<file path="src/rtl/rmw_pkg.sv">
package rmw_pkg;

    localparam int OP_W = 8;

    typedef enum logic [2:0] {
        FAM_ASL_OR,
        FAM_ROL_AND,
        FAM_LSR_XOR,
        FAM_ROR_ADD,
        FAM_DEC_CMP,
        FAM_INC_SUB,
        FAM_NONE
    } fam_e;

    typedef enum logic [2:0] {
        AM_ZP,
        AM_ZPX,
        AM_ABS,
        AM_ABSX,
        AM_ABSY,
        AM_INDX,
        AM_INDY,
        AM_NONE
    } mode_e;

    typedef struct packed {
        logic n;
        logic v;
        logic z;
        logic c;
    } flags_t;

    typedef enum logic [2:0] {
        S_IDLE,
        S_CALC,
        S_WR_ORIG,
        S_WR_MOD,
        S_DONE
    } state_e;

endpackage

</file>
<file path="src/rtl/rmw_decode.sv">
module rmw_decode
    import rmw_pkg::*;
#(
    parameter int CYC_W    = 4,
    parameter int CYC_ZP   = 5,
    parameter int CYC_ZPX  = 6,
    parameter int CYC_ABS  = 6,
    parameter int CYC_ABSI = 7,
    parameter int CYC_IND  = 8
) (
    input  logic [OP_W-1:0]  opcode_i,
    output fam_e             fam_o,
    output mode_e            mode_o,
    output logic             ok_o,
    output logic [CYC_W-1:0] cycles_o
);

    fam_e  fam_raw;
    mode_e mode_raw;

    always_comb begin
        unique case (opcode_i[7:5])
            3'b000:  fam_raw = FAM_ASL_OR;
            3'b001:  fam_raw = FAM_ROL_AND;
            3'b010:  fam_raw = FAM_LSR_XOR;
            3'b011:  fam_raw = FAM_ROR_ADD;
            3'b110:  fam_raw = FAM_DEC_CMP;
            3'b111:  fam_raw = FAM_INC_SUB;
            default: fam_raw = FAM_NONE;
        endcase
    end

    always_comb begin
        mode_raw = AM_NONE;
        if (opcode_i[1:0] == 2'b11) begin
            unique case (opcode_i[4:2])
                3'b000:  mode_raw = AM_INDX;
                3'b001:  mode_raw = AM_ZP;
                3'b011:  mode_raw = AM_ABS;
                3'b100:  mode_raw = AM_INDY;
                3'b101:  mode_raw = AM_ZPX;
                3'b110:  mode_raw = AM_ABSY;
                3'b111:  mode_raw = AM_ABSX;
                default: mode_raw = AM_NONE;
            endcase
        end
    end

    always_comb begin
        ok_o   = (fam_raw != FAM_NONE) && (mode_raw != AM_NONE);
        fam_o  = ok_o ? fam_raw : FAM_NONE;
        mode_o = ok_o ? mode_raw : AM_NONE;
        unique case (mode_o)
            AM_ZP:           cycles_o = CYC_W'(CYC_ZP);
            AM_ZPX:          cycles_o = CYC_W'(CYC_ZPX);
            AM_ABS:          cycles_o = CYC_W'(CYC_ABS);
            AM_ABSX, AM_ABSY: cycles_o = CYC_W'(CYC_ABSI);
            AM_INDX, AM_INDY: cycles_o = CYC_W'(CYC_IND);
            default:         cycles_o = '0;
        endcase
    end

endmodule

</file>
<file path="src/rtl/rmw_modify.sv">
module rmw_modify
    import rmw_pkg::*;
#(
    parameter int DW = 8
) (
    input  fam_e          fam_i,
    input  logic [DW-1:0] mem_i,
    input  logic          cin_i,
    output logic [DW-1:0] mod_o,
    output logic          cout_o
);

    localparam logic [DW-1:0] ONE = DW'(1);

    always_comb begin
        mod_o  = mem_i;
        cout_o = cin_i;
        unique case (fam_i)
            FAM_ASL_OR: begin
                mod_o  = {mem_i[DW-2:0], 1'b0};
                cout_o = mem_i[DW-1];
            end
            FAM_ROL_AND: begin
                mod_o  = {mem_i[DW-2:0], cin_i};
                cout_o = mem_i[DW-1];
            end
            FAM_LSR_XOR: begin
                mod_o  = {1'b0, mem_i[DW-1:1]};
                cout_o = mem_i[0];
            end
            FAM_ROR_ADD: begin
                mod_o  = {cin_i, mem_i[DW-1:1]};
                cout_o = mem_i[0];
            end
            FAM_DEC_CMP: mod_o = mem_i - ONE;
            FAM_INC_SUB: mod_o = mem_i + ONE;
            default: ;
        endcase
    end

endmodule

</file>
<file path="src/rtl/rmw_combine.sv">
module rmw_combine
    import rmw_pkg::*;
#(
    parameter int DW = 8
) (
    input  fam_e          fam_i,
    input  logic [DW-1:0] acc_i,
    input  logic [DW-1:0] mod_i,
    input  logic          shc_i,
    input  flags_t        flg_i,
    output logic [DW-1:0] acc_o,
    output flags_t        flg_o
);

    logic [DW-1:0] addend;
    logic          add_cin;
    logic [DW:0]   sum;
    logic [DW:0]   diff;
    logic          ovf;

    // One adder serves both add and subtract-with-borrow.
    always_comb begin
        addend  = (fam_i == FAM_INC_SUB) ? ~mod_i : mod_i;
        add_cin = (fam_i == FAM_INC_SUB) ? flg_i.c : shc_i;
        sum     = {1'b0, acc_i} + {1'b0, addend} + {{DW{1'b0}}, add_cin};
        diff    = {1'b0, acc_i} - {1'b0, mod_i};
        ovf     = (acc_i[DW-1] == addend[DW-1]) && (sum[DW-1] != acc_i[DW-1]);
    end

    always_comb begin
        acc_o = acc_i;
        flg_o = flg_i;
        unique case (fam_i)
            FAM_ASL_OR: begin
                acc_o   = acc_i | mod_i;
                flg_o.c = shc_i;
            end
            FAM_ROL_AND: begin
                acc_o   = acc_i & mod_i;
                flg_o.c = shc_i;
            end
            FAM_LSR_XOR: begin
                acc_o   = acc_i ^ mod_i;
                flg_o.c = shc_i;
            end
            FAM_ROR_ADD, FAM_INC_SUB: begin
                acc_o   = sum[DW-1:0];
                flg_o.c = sum[DW];
                flg_o.v = ovf;
            end
            default: ;
        endcase
        if (fam_i == FAM_DEC_CMP) begin
            flg_o.n = diff[DW-1];
            flg_o.z = (diff[DW-1:0] == '0);
            flg_o.c = ~diff[DW];
        end else if (fam_i != FAM_NONE) begin
            flg_o.n = acc_o[DW-1];
            flg_o.z = (acc_o == '0);
        end
    end

endmodule

</file>
<file path="src/rtl/rmw_fused_unit.sv">
module rmw_fused_unit
    import rmw_pkg::*;
#(
    parameter int DW    = 8,
    parameter int CYC_W = 4
) (
    input  logic             clk,
    input  logic             rst_n,
    input  logic             in_valid,
    output logic             in_ready,
    input  logic [7:0]       opcode,
    input  logic [DW-1:0]    mem_rd,
    input  logic [DW-1:0]    acc_in,
    input  logic [3:0]       flags_in,
    output logic             wr_en,
    output logic [DW-1:0]    wr_data,
    output logic             out_valid,
    input  logic             out_ready,
    output logic [DW-1:0]    acc_out,
    output logic [3:0]       flags_out,
    output logic [CYC_W-1:0] cycles
);

    state_e state, nxt;

    logic [OP_W-1:0]  op_q;
    logic [DW-1:0]    mem_q;
    logic [DW-1:0]    acc_q;
    flags_t           flg_q;
    logic [DW-1:0]    mod_q;
    logic [DW-1:0]    acc_res_q;
    flags_t           flg_res_q;
    logic [CYC_W-1:0] cyc_q;

    fam_e             fam;
    mode_e            mode;
    logic             op_ok;
    logic [CYC_W-1:0] dec_cycles;
    logic [DW-1:0]    mod_w;
    logic             shc_w;
    logic [DW-1:0]    acc_w;
    flags_t           flg_w;
    logic             accept;

    rmw_decode #(.CYC_W(CYC_W)) u_decode (
        .opcode_i (op_q),
        .fam_o    (fam),
        .mode_o   (mode),
        .ok_o     (op_ok),
        .cycles_o (dec_cycles)
    );

    rmw_modify #(.DW(DW)) u_modify (
        .fam_i  (fam),
        .mem_i  (mem_q),
        .cin_i  (flg_q.c),
        .mod_o  (mod_w),
        .cout_o (shc_w)
    );

    rmw_combine #(.DW(DW)) u_combine (
        .fam_i (fam),
        .acc_i (acc_q),
        .mod_i (mod_w),
        .shc_i (shc_w),
        .flg_i (flg_q),
        .acc_o (acc_w),
        .flg_o (flg_w)
    );

    assign accept = in_valid && in_ready;

    // State register
    always_ff @(posedge clk) begin
        if (!rst_n) state <= S_IDLE;
        else        state <= nxt;
    end

    // Transitions
    always_comb begin
        nxt = state;
        unique case (state)
            S_IDLE:    if (accept) nxt = S_CALC;
            S_CALC:    nxt = op_ok ? S_WR_ORIG : S_DONE;
            S_WR_ORIG: nxt = S_WR_MOD;
            S_WR_MOD:  nxt = S_DONE;
            S_DONE:    if (out_ready) nxt = S_IDLE;
            default:   nxt = S_IDLE;
        endcase
    end

    // Request capture and result registers
    always_ff @(posedge clk) begin
        if (!rst_n) begin
            op_q      <= '0;
            mem_q     <= '0;
            acc_q     <= '0;
            flg_q     <= '0;
            mod_q     <= '0;
            acc_res_q <= '0;
            flg_res_q <= '0;
            cyc_q     <= '0;
        end else if (accept) begin
            op_q  <= opcode;
            mem_q <= mem_rd;
            acc_q <= acc_in;
            flg_q <= flags_t'(flags_in);
        end else if (state == S_CALC) begin
            mod_q     <= mod_w;
            acc_res_q <= acc_w;
            flg_res_q <= flg_w;
            cyc_q     <= dec_cycles;
        end
    end

    // Outputs
    always_comb begin
        in_ready  = (state == S_IDLE);
        wr_en     = (state == S_WR_ORIG) || (state == S_WR_MOD);
        wr_data   = (state == S_WR_MOD) ? mod_q : mem_q;
        out_valid = (state == S_DONE);
        acc_out   = acc_res_q;
        flags_out = flg_res_q;
        cycles    = cyc_q;
    end


    accept_drops_ready_chk: assert property (@(posedge clk) disable iff (!rst_n)
        accept |=> !in_ready);


    first_write_pairs_chk: assert property (@(posedge clk) disable iff (!rst_n)
        $rose(wr_en) |=> wr_en);


    second_write_ends_chk: assert property (@(posedge clk) disable iff (!rst_n)
        (wr_en && state == S_WR_MOD) |=> (!wr_en && out_valid));


    result_hold_chk: assert property (@(posedge clk) disable iff (!rst_n)
        (out_valid && !out_ready) |=> (out_valid && $stable(acc_out)
                                       && $stable(flags_out) && $stable(cycles)));


    unsupported_no_cycles_chk: assert property (@(posedge clk) disable iff (!rst_n)
        (out_valid && !op_ok) |-> (cycles == '0 && acc_out == acc_q));


    compare_keeps_acc_chk: assert property (@(posedge clk) disable iff (!rst_n)
        (out_valid && fam == FAM_DEC_CMP) |-> (acc_out == acc_q));


    cycle_range_chk: assert property (@(posedge clk) disable iff (!rst_n)
        (out_valid && op_ok) |-> (cycles >= CYC_W'(5) && cycles <= CYC_W'(8)));


    logic_keeps_v_chk: assert property (@(posedge clk) disable iff (!rst_n)
        (out_valid && (fam == FAM_ASL_OR || fam == FAM_ROL_AND
                       || fam == FAM_LSR_XOR || fam == FAM_DEC_CMP))
        |-> (flags_out[2] == flg_q.v));

endmodule

</file>
<file path="config.mk">
export PLATFORM = sky130hd
export DESIGN_NAME = rmw_fused_unit
export DESIGN_NICKNAME = d
export VERILOG_FILES = /design/src/rtl/rmw_pkg.sv /design/src/rtl/rmw_decode.sv /design/src/rtl/rmw_modify.sv /design/src/rtl/rmw_combine.sv /design/src/rtl/rmw_fused_unit.sv
export SDC_FILE = /design/constraint.sdc
export NUM_CORES = 1
export LEC_CHECK = 0
export BUFFER_PORTS_ARGS = -buffer_cell sky130_fd_sc_hd__clkbuf_2
export CAP_MARGIN = 10
export CORE_UTILIZATION = 59
export DETAILED_ROUTE_END_ITERATION = 8
export PLACE_DENSITY = 0.82
export REMOVE_ABC_BUFFERS = 1
export SYNTH_ARGS = -nofsm -noshare
export SYNTH_HDL_FRONTEND = slang
export SYNTH_SLANG_ARGS = --single-unit
</file>
<file path="constraint.sdc">
create_clock -name clk -period 4.96 [get_ports clk]
set_clock_uncertainty 0.1 [all_clocks]
set_input_delay 0.992 -clock clk [delete_from_list [all_inputs] [get_ports clk]]
set_output_delay 0.992 -clock clk [all_outputs]
set_load 0.005 [all_outputs]
</file>
==> metrics.cfg, run 1 <==
[sta]
slew_violations = 0
max_freq_mhz = 218
setup_violations = 0
relSlewSlack_pct = 30.2
hold_viol_final = 0
tightest_slew_ns = 1.05
period_share_pct = 92.7
rsz0062_at_grt = false
period_needed_ns = 4.60
whs_ns = 0.359
setup-tns-final_ns = 0

[critical_path]
r2r_start = op_q[3]
worstSetupPathType = reg2reg
cp_max_fo = 10
startpoint_type = flop
crit_path_end_kind = flop
reg2reg_to = flags_out[0]
crit_required_ns = 5.07
rr_worst_depth = 18
r2r_slack_ns = 0.36
arrival_ns = 4.71

[pwr]
p_leak_nw = 2.06
power_density_nw_per_um2 = 227
ir_drop_uv = 153
p_total_w = 0.00108

[routing]
wl_met3_um = 497
wl_per_cell_um = 15.5
met1_length_um = 4950
wl_met2_um = 5200
route.detailed.drc = 0
viasPerCell = 5.83
antenna_left = 0
top_layer = met4
drtIter0Drc = 192
drt-total-wl_um = 10900
first_pass_iters = 4
vias = 4084

[synth]
async_flop_share_pct = 0
syn_area_um2 = 4300
yosysUniqueCellTypes = 70
ys_ff_latch = 55
synthTopCellsByArea = dfxtp_1 (26%), ha_1 (12%), nand2_1 (8.7%)
synth-warning-count = 0
ys_seq_area_share_pct = 25.6
syn_inst = 559
synth.avg_cell_area_um2 = 7.68
synth_edf_count = 0
synth_top_area_cell = dfxtp_1
yosysTopAreaCellShare_pct = 25.6
ys.flop_type = dfxtp_1

[clock_tree]
clock_path_buffers = 2
htreeDepth = 2
cts_root_buf = clkbuf_8
postCtsHoldBufs = 0
clk_latency_ns = 0.32
cts_tree = yes
cts_buffers = 5
cts.clk_slew.worst_paths_ns = 0.10
cts.sinks = 55

[global_routing]
grt_pass1_wl_um = 18200
grt_max_degree = 36
grt_overflow = 0
track_usage_pct = 30.6
grt_pass1_vias = 3803
antenna_found_initial = 0

[floorplan]
initial_core_util_pct = 62.2
ios = 59
num_rows = 30
core_um2 = 6910
chipHeight_um = 87.3
die_x_um = 87.3
die-area_um2 = 7630

[place]
io_buffers = 58
gp_congestion = 0.972
dpl.hpwl_um = 8180
dp.cells = 694

[layout]
fillers = 625
area_growth_pct = 10.8
layout.nets = 681
antenna_cells = 0
drive_gt1_share_pct = 17.5
instances_no_fill = 701

[run]
maxCapViolations = 0

[worst_hold_path]
min_to = mod_q[0]
hold_path_class = reg2reg
min_path_cells = 2
min_from = mod_q[0]

[run_status]
status = finished, final reports clean

## synth_stat cells (5+ instances only)
master / n
nor3_1: 6
dfxtp_1: 55
nand3_1: 9
xor2_1: 12
o21a_1: 5
a31oi_1: 5
nor2_1: 43
ha_1: 40
buf_2: 5
a21boi_0: 34
mux2_2: 8
nor2b_1: 8
xnor2_1: 9
clkbuf_1: 21
nand2b_1: 8
inv_1: 25
o22ai_1: 7
nand2_1: 99
a21o_1: 5
and2_1: 10
a21oi_1: 30
o21ai_0: 28
## layout make-up
type                       instances  area, um2  share of cell area [%]
sequential                        55       1100                    23.1
multi-input combinational        448       2970                    62.5
inverter                          25       93.8                    1.97
clock inverter                     1       8.76                   0.184
tap                               96        120                    2.52
clock buffer                       6       82.6                    1.74
timing repair buffer              70        380                    7.99
## how the worst max path moves through the flow
stage / startpoint / endpoint / cells after the start
after floorplan: op_q[6] / flags_out[1] / 17
after global placement: op_q[3] / flags_out[1] / 19
after detailed placement: op_q[3] / flags_out[1] / 19
after CTS: op_q[3] / flags_out[1] / 19
after global routing: op_q[3] / flags_out[1] / 19
final: op_q[3] / flags_out[0] / 18
## worst max-delay path, stage by stage (launching register included)
cell,delay [ns]
dfxtp_1,0.45
nor3b_2,0.33
nor2_2,0.08
and3_1,0.24
nand2_2,0.19
buf_4,0.23
ha_1,0.29
a21oi_1,0.31
xnor2_1,0.13
a211o_1,0.31
o21ai_2,0.15
xor2_1,0.13
ha_1,0.41
nand2_1,0.07
o21ai_0,0.32
a21o_1,0.18
a21oi_1,0.06
o221a_2,0.22
a311oi_1,0.29
## cell usage in the layout, fill, tap and decap left out, drive strengths merged, types with 5 or more instances in the layout
master,n
a21boi,35
a21o,5
a21oi,31
a31oi,5
and2,11
buf,12
clkbuf,64
dfxtp,55
ha,40
inv,26
mux2,8
nand2,100
nand2b,9
nand3,10
nor2,46
nor2b,8
nor3,7
o21a,5
o21ai,35
o22ai,7
o31ai,6
xnor2,9
xor2,12
## registers in the layout, summed over array words and instances, names as in the netlist
signal     flops
cycles         4
acc_q          8
acc_out        8
state          3
mem_q          8
flags_out      4
op_q           8
mod_q          8
flg_q          4
## power by group
group,switching (W),internal [W],leakage [nW],total (W)
combinational,0.000185,0.000134,1.57,0.000319
clock,0.000154,0.000113,0.0477,0.000266
sequential,0.0000298,0.000463,0.449,0.000493
total,0.000369,0.000710,2.06,0.00108
## logic make-up (layout without fill, tap and decap cells)
kind of cell,Yosys count,in the layout,share of synthesized area (%)
buffers and inverters,56,102,5.30
AND/OR/NAND/NOR,210,210,22.6
flip-flops,55,55,25.6
AO/OA/AOI/OAI,161,161,25.6
multiplexers,12,12,3.03
adder cells (fa/ha/maj),44,44,13.5
XOR/XNOR,21,21,4.28
## stage by stage
step                cell area [um2]  setup WS, ns  utilization, %
finish                         4760         0.364            68.9
global route                   4760        0.0289            68.9
floorplan                      4160         0.372               -
detailed placement             4660         0.221            67.5
CTS                            4750         0.184            68.8
global placement               4660         0.418            67.5
## routing by layer
metal  track usage (%)  vias up
met3              4.27       18
met4              11.2        0
li1                  -     2026
met2              50.5      118
met5                 0        -
met1              40.6     1922
## repair_timing
item,CTS,global route
setup buffers,0,0
setup endpoints to repair,0,5
resized for setup,0,2
Note: power is estimated with default switching activity, not from simulation.
==> run 2, diff against run 1 <==
--- a/config.mk
+++ b/config.mk
@@ -5,11 +5,13 @@
 export SDC_FILE = /design/constraint.sdc
 export NUM_CORES = 1
 export LEC_CHECK = 0
+export ABC_AREA = 1
 export BUFFER_PORTS_ARGS = -buffer_cell sky130_fd_sc_hd__clkbuf_2
 export CAP_MARGIN = 10
-export CORE_UTILIZATION = 59
+export CORE_UTILIZATION = 58
+export CTS_BUF_LIST = sky130_fd_sc_hd__clkbuf_16
 export DETAILED_ROUTE_END_ITERATION = 8
-export PLACE_DENSITY = 0.82
+export PLACE_DENSITY = 0.81
 export REMOVE_ABC_BUFFERS = 1
 export SYNTH_ARGS = -nofsm -noshare
 export SYNTH_HDL_FRONTEND = slang
==> run 2 against run 1 <==
Wire length down 1.0%. Synthesized cell count up 9.1%. Hold slack better by 0.0093 ns. Utilization down 1.4 points. Cell area down 3.1%. Flip-flop and latch count unchanged. Clock power up 35%. Global-route usage down 0.91 points. Critical path depth up 5. Maximum frequency up 4.7%. Sequential share of layout area up 0.73 points. Critical path type unchanged. Critical endpoint unchanged.
==> metrics.cfg, run 2 <==
[clock_tree]
cts_buffers = 5
cts_resized = 0
postCtsHoldBufs = 0
htreeDepth = 2
cts.sinks = 55
clk_latency_ns = 0.30
cts_setup_buffers = 0
cts_tree = yes
cts_root_buf = clkbuf_16
cts.clk_slew.worst_paths_ns = 0.07
clock_path_buffers = 2

[sta]
setup-tns-final_ns = 0
period_share_pct = 88.5
hold_viol_final = 0
slew_violations = 0
setup_violations = 0
max_freq_mhz = 228
whs_ns = 0.368
rsz0062_at_grt = false
tightest_slew_ns = 0.903
relSlewSlack_pct = 39.4
period_needed_ns = 4.39

[layout]
layout.nets = 733
final_common_cell = nand2_1
antenna_cells = 0
layout_common_cells = nand2_1 (100), a21oi_1 (80), inv_1 (79)
drive_gt1_share_pct = 13.4
design_area_um2 = 4610
area_growth_pct = 11.6
instances_no_fill = 754

[place]
gp_congestion = 0.902
io_buffers = 58
dpl.hpwl_um = 8080
dp.cells = 746
post_dp_cell_area_um2 = 4470

[synth]
synth.avg_cell_area_um2 = 6.77
syn_inst = 610
ys.flop_type = dfxtp_1
synth_xor_area_share_pct = 3.39
synth_mux_area_share_pct = 0
synth-compound-area-share_pct = 21.7
synth_edf_count = 0
async_flop_share_pct = 0
synth-simple-area-share_pct = 24.7
yosys-top-cells-count = nand2_1 (100), a21oi_1 (80), inv_1 (78)
syn_area_um2 = 4130
synthTopCellsByArea = dfxtp_1 (27%), ha_1 (12%), a21oi_1 (9.7%)
synth_top_area_cell = dfxtp_1
synth_top_family_by_area = simple AND/OR/NAND/NOR gates
synth_most_common_cell = nand2_1
ys_ff_latch = 55
synthAdderAreaFrac_pct = 14.1
yosysUniqueCellTypes = 42
ys_seq_area_share_pct = 26.7
synth-warning-count = 0
yosysTopAreaCellShare_pct = 26.7

[routing]
wl_met3_um = 712
antenna_left = 0
first_pass_iters = 7
drt-total-wl_um = 10800
top_layer = met4
wl_met2_um = 5130
route.detailed.drc = 0
vias = 4208
drtIter0Drc = 297
wl_per_cell_um = 14.3
met1_length_um = 4750
viasPerCell = 5.58

[global_routing]
grt_max_degree = 52
grt_pass1_wl_um = 17500
grt_pass1_vias = 3828
grt_overflow = 0
track_usage_pct = 29.7
antenna_found_initial = 0

[critical_path]
startpoint_type = flop
arrival_ns = 4.49
crit_required_ns = 5.06
cp_max_fo = 18
crit_path_end_kind = flop
worstSetupPathType = reg2reg

[floorplan]
die_x_um = 86.4
ios = 59
chipHeight_um = 86.4
core_um2 = 6830
num_rows = 30
die-area_um2 = 7460
initial_core_util_pct = 60.5

[worst_hold_path]
hold_path_class = reg2reg

[pwr]
power_density_nw_per_um2 = 266
p_total_w = 0.00123
p_leak_nw = 2.25
ir_drop_uv = 148

[run_status]
status = finished, final reports clean

[run]
maxCapViolations = 0

-- run 2: cell types whose count changed in the layout (fill, tap and decap cells not counted), moves of 8 or more --
cell	delta
inv_1	+54
a21oi_1	+50
a21boi_0	-34
o21ai_0	+28
nand3_1	+23
nor2_1	+18
buf_4	-11
nand4_1	+11
and2_1	-9
mux2_2	-8
nand2b_1	-8
nor2b_1	-8
-- run 2: critical path, stage by stage (launching register included) --
cell and delay [ns]:
dfxtp_1 0.47, nand2_1 0.20, a21oi_4 0.22, nand2_4 0.20, ha_1 0.40, nand3_1 0.10, nand3_1 0.12, inv_1 0.10
o21ai_0 0.09, or2_2 0.28, nand3_1 0.07, nand2_1 0.07, o21ai_2 0.17, xor2_1 0.26, ha_1 0.32, a21oi_1 0.21
nand3_1 0.10, nand2_1 0.08, a21oi_1 0.06, o21ai_0 0.23, nand3_1 0.13, a21oi_1 0.14, a21o_1 0.12, inv_1 0.03
-- run 2: cell type report --
| class | instances | area [um2] |
|---|---|---|
| Clock buffer | 5 | 125 |
| Clock inverter | 3 | 21.3 |
| Fill cell | 630 | 2220 |
| Inverter | 82 | 308 |
| Multi-Input combinational cell | 454 | 2640 |
| Sequential cell | 55 | 1100 |
| Tap cell | 96 | 120 |
| Timing Repair Buffer | 59 | 298 |
-- run 2: worst paths after layout --
check                from           end  slack, ns  depth (start not counted)
setup / recovery  op_q[6]  flags_out[0]       0.57                         23
hold / removal    op_q[1]       op_q[1]       0.37                          2
setup reg to reg  op_q[6]  flags_out[0]       0.57                         23
hold reg to reg   op_q[1]       op_q[1]       0.37                          2
-- run 2: kinds of logic (layout without fill, tap and decap cells) --
family | after synthesis | after routing
AOI/OAI and AO/OA | 163 | 163
xor gates and xnor gates | 16 | 16
adders and majority gates | 44 | 44
buffers and inverters | 101 | 149
DFF | 55 | 55
and+or+nand+nor | 231 | 231
-- run 2: metal layers --
layer,vias to the layer above,GRT usage [%]
met2,163,49.8
li1,2121,-
met4,0,11.4
met3,20,3.90
met1,1904,38.9
met5,-,0
-- run 2: report_power, final --
part           internal (W)  switching, W
Combinational      0.000136      0.000222
Clock              0.000188      0.000172
Sequential         0.000475     0.0000338
-- run 2: per-stage QoR --
step	setup WS [ns]	util [%]
floorplan	1.26	-
global placement	0.797	65.4
detailed placement	0.694	65.4
CTS	0.649	67.5
global route	0.186	67.5
finish	0.569	67.5
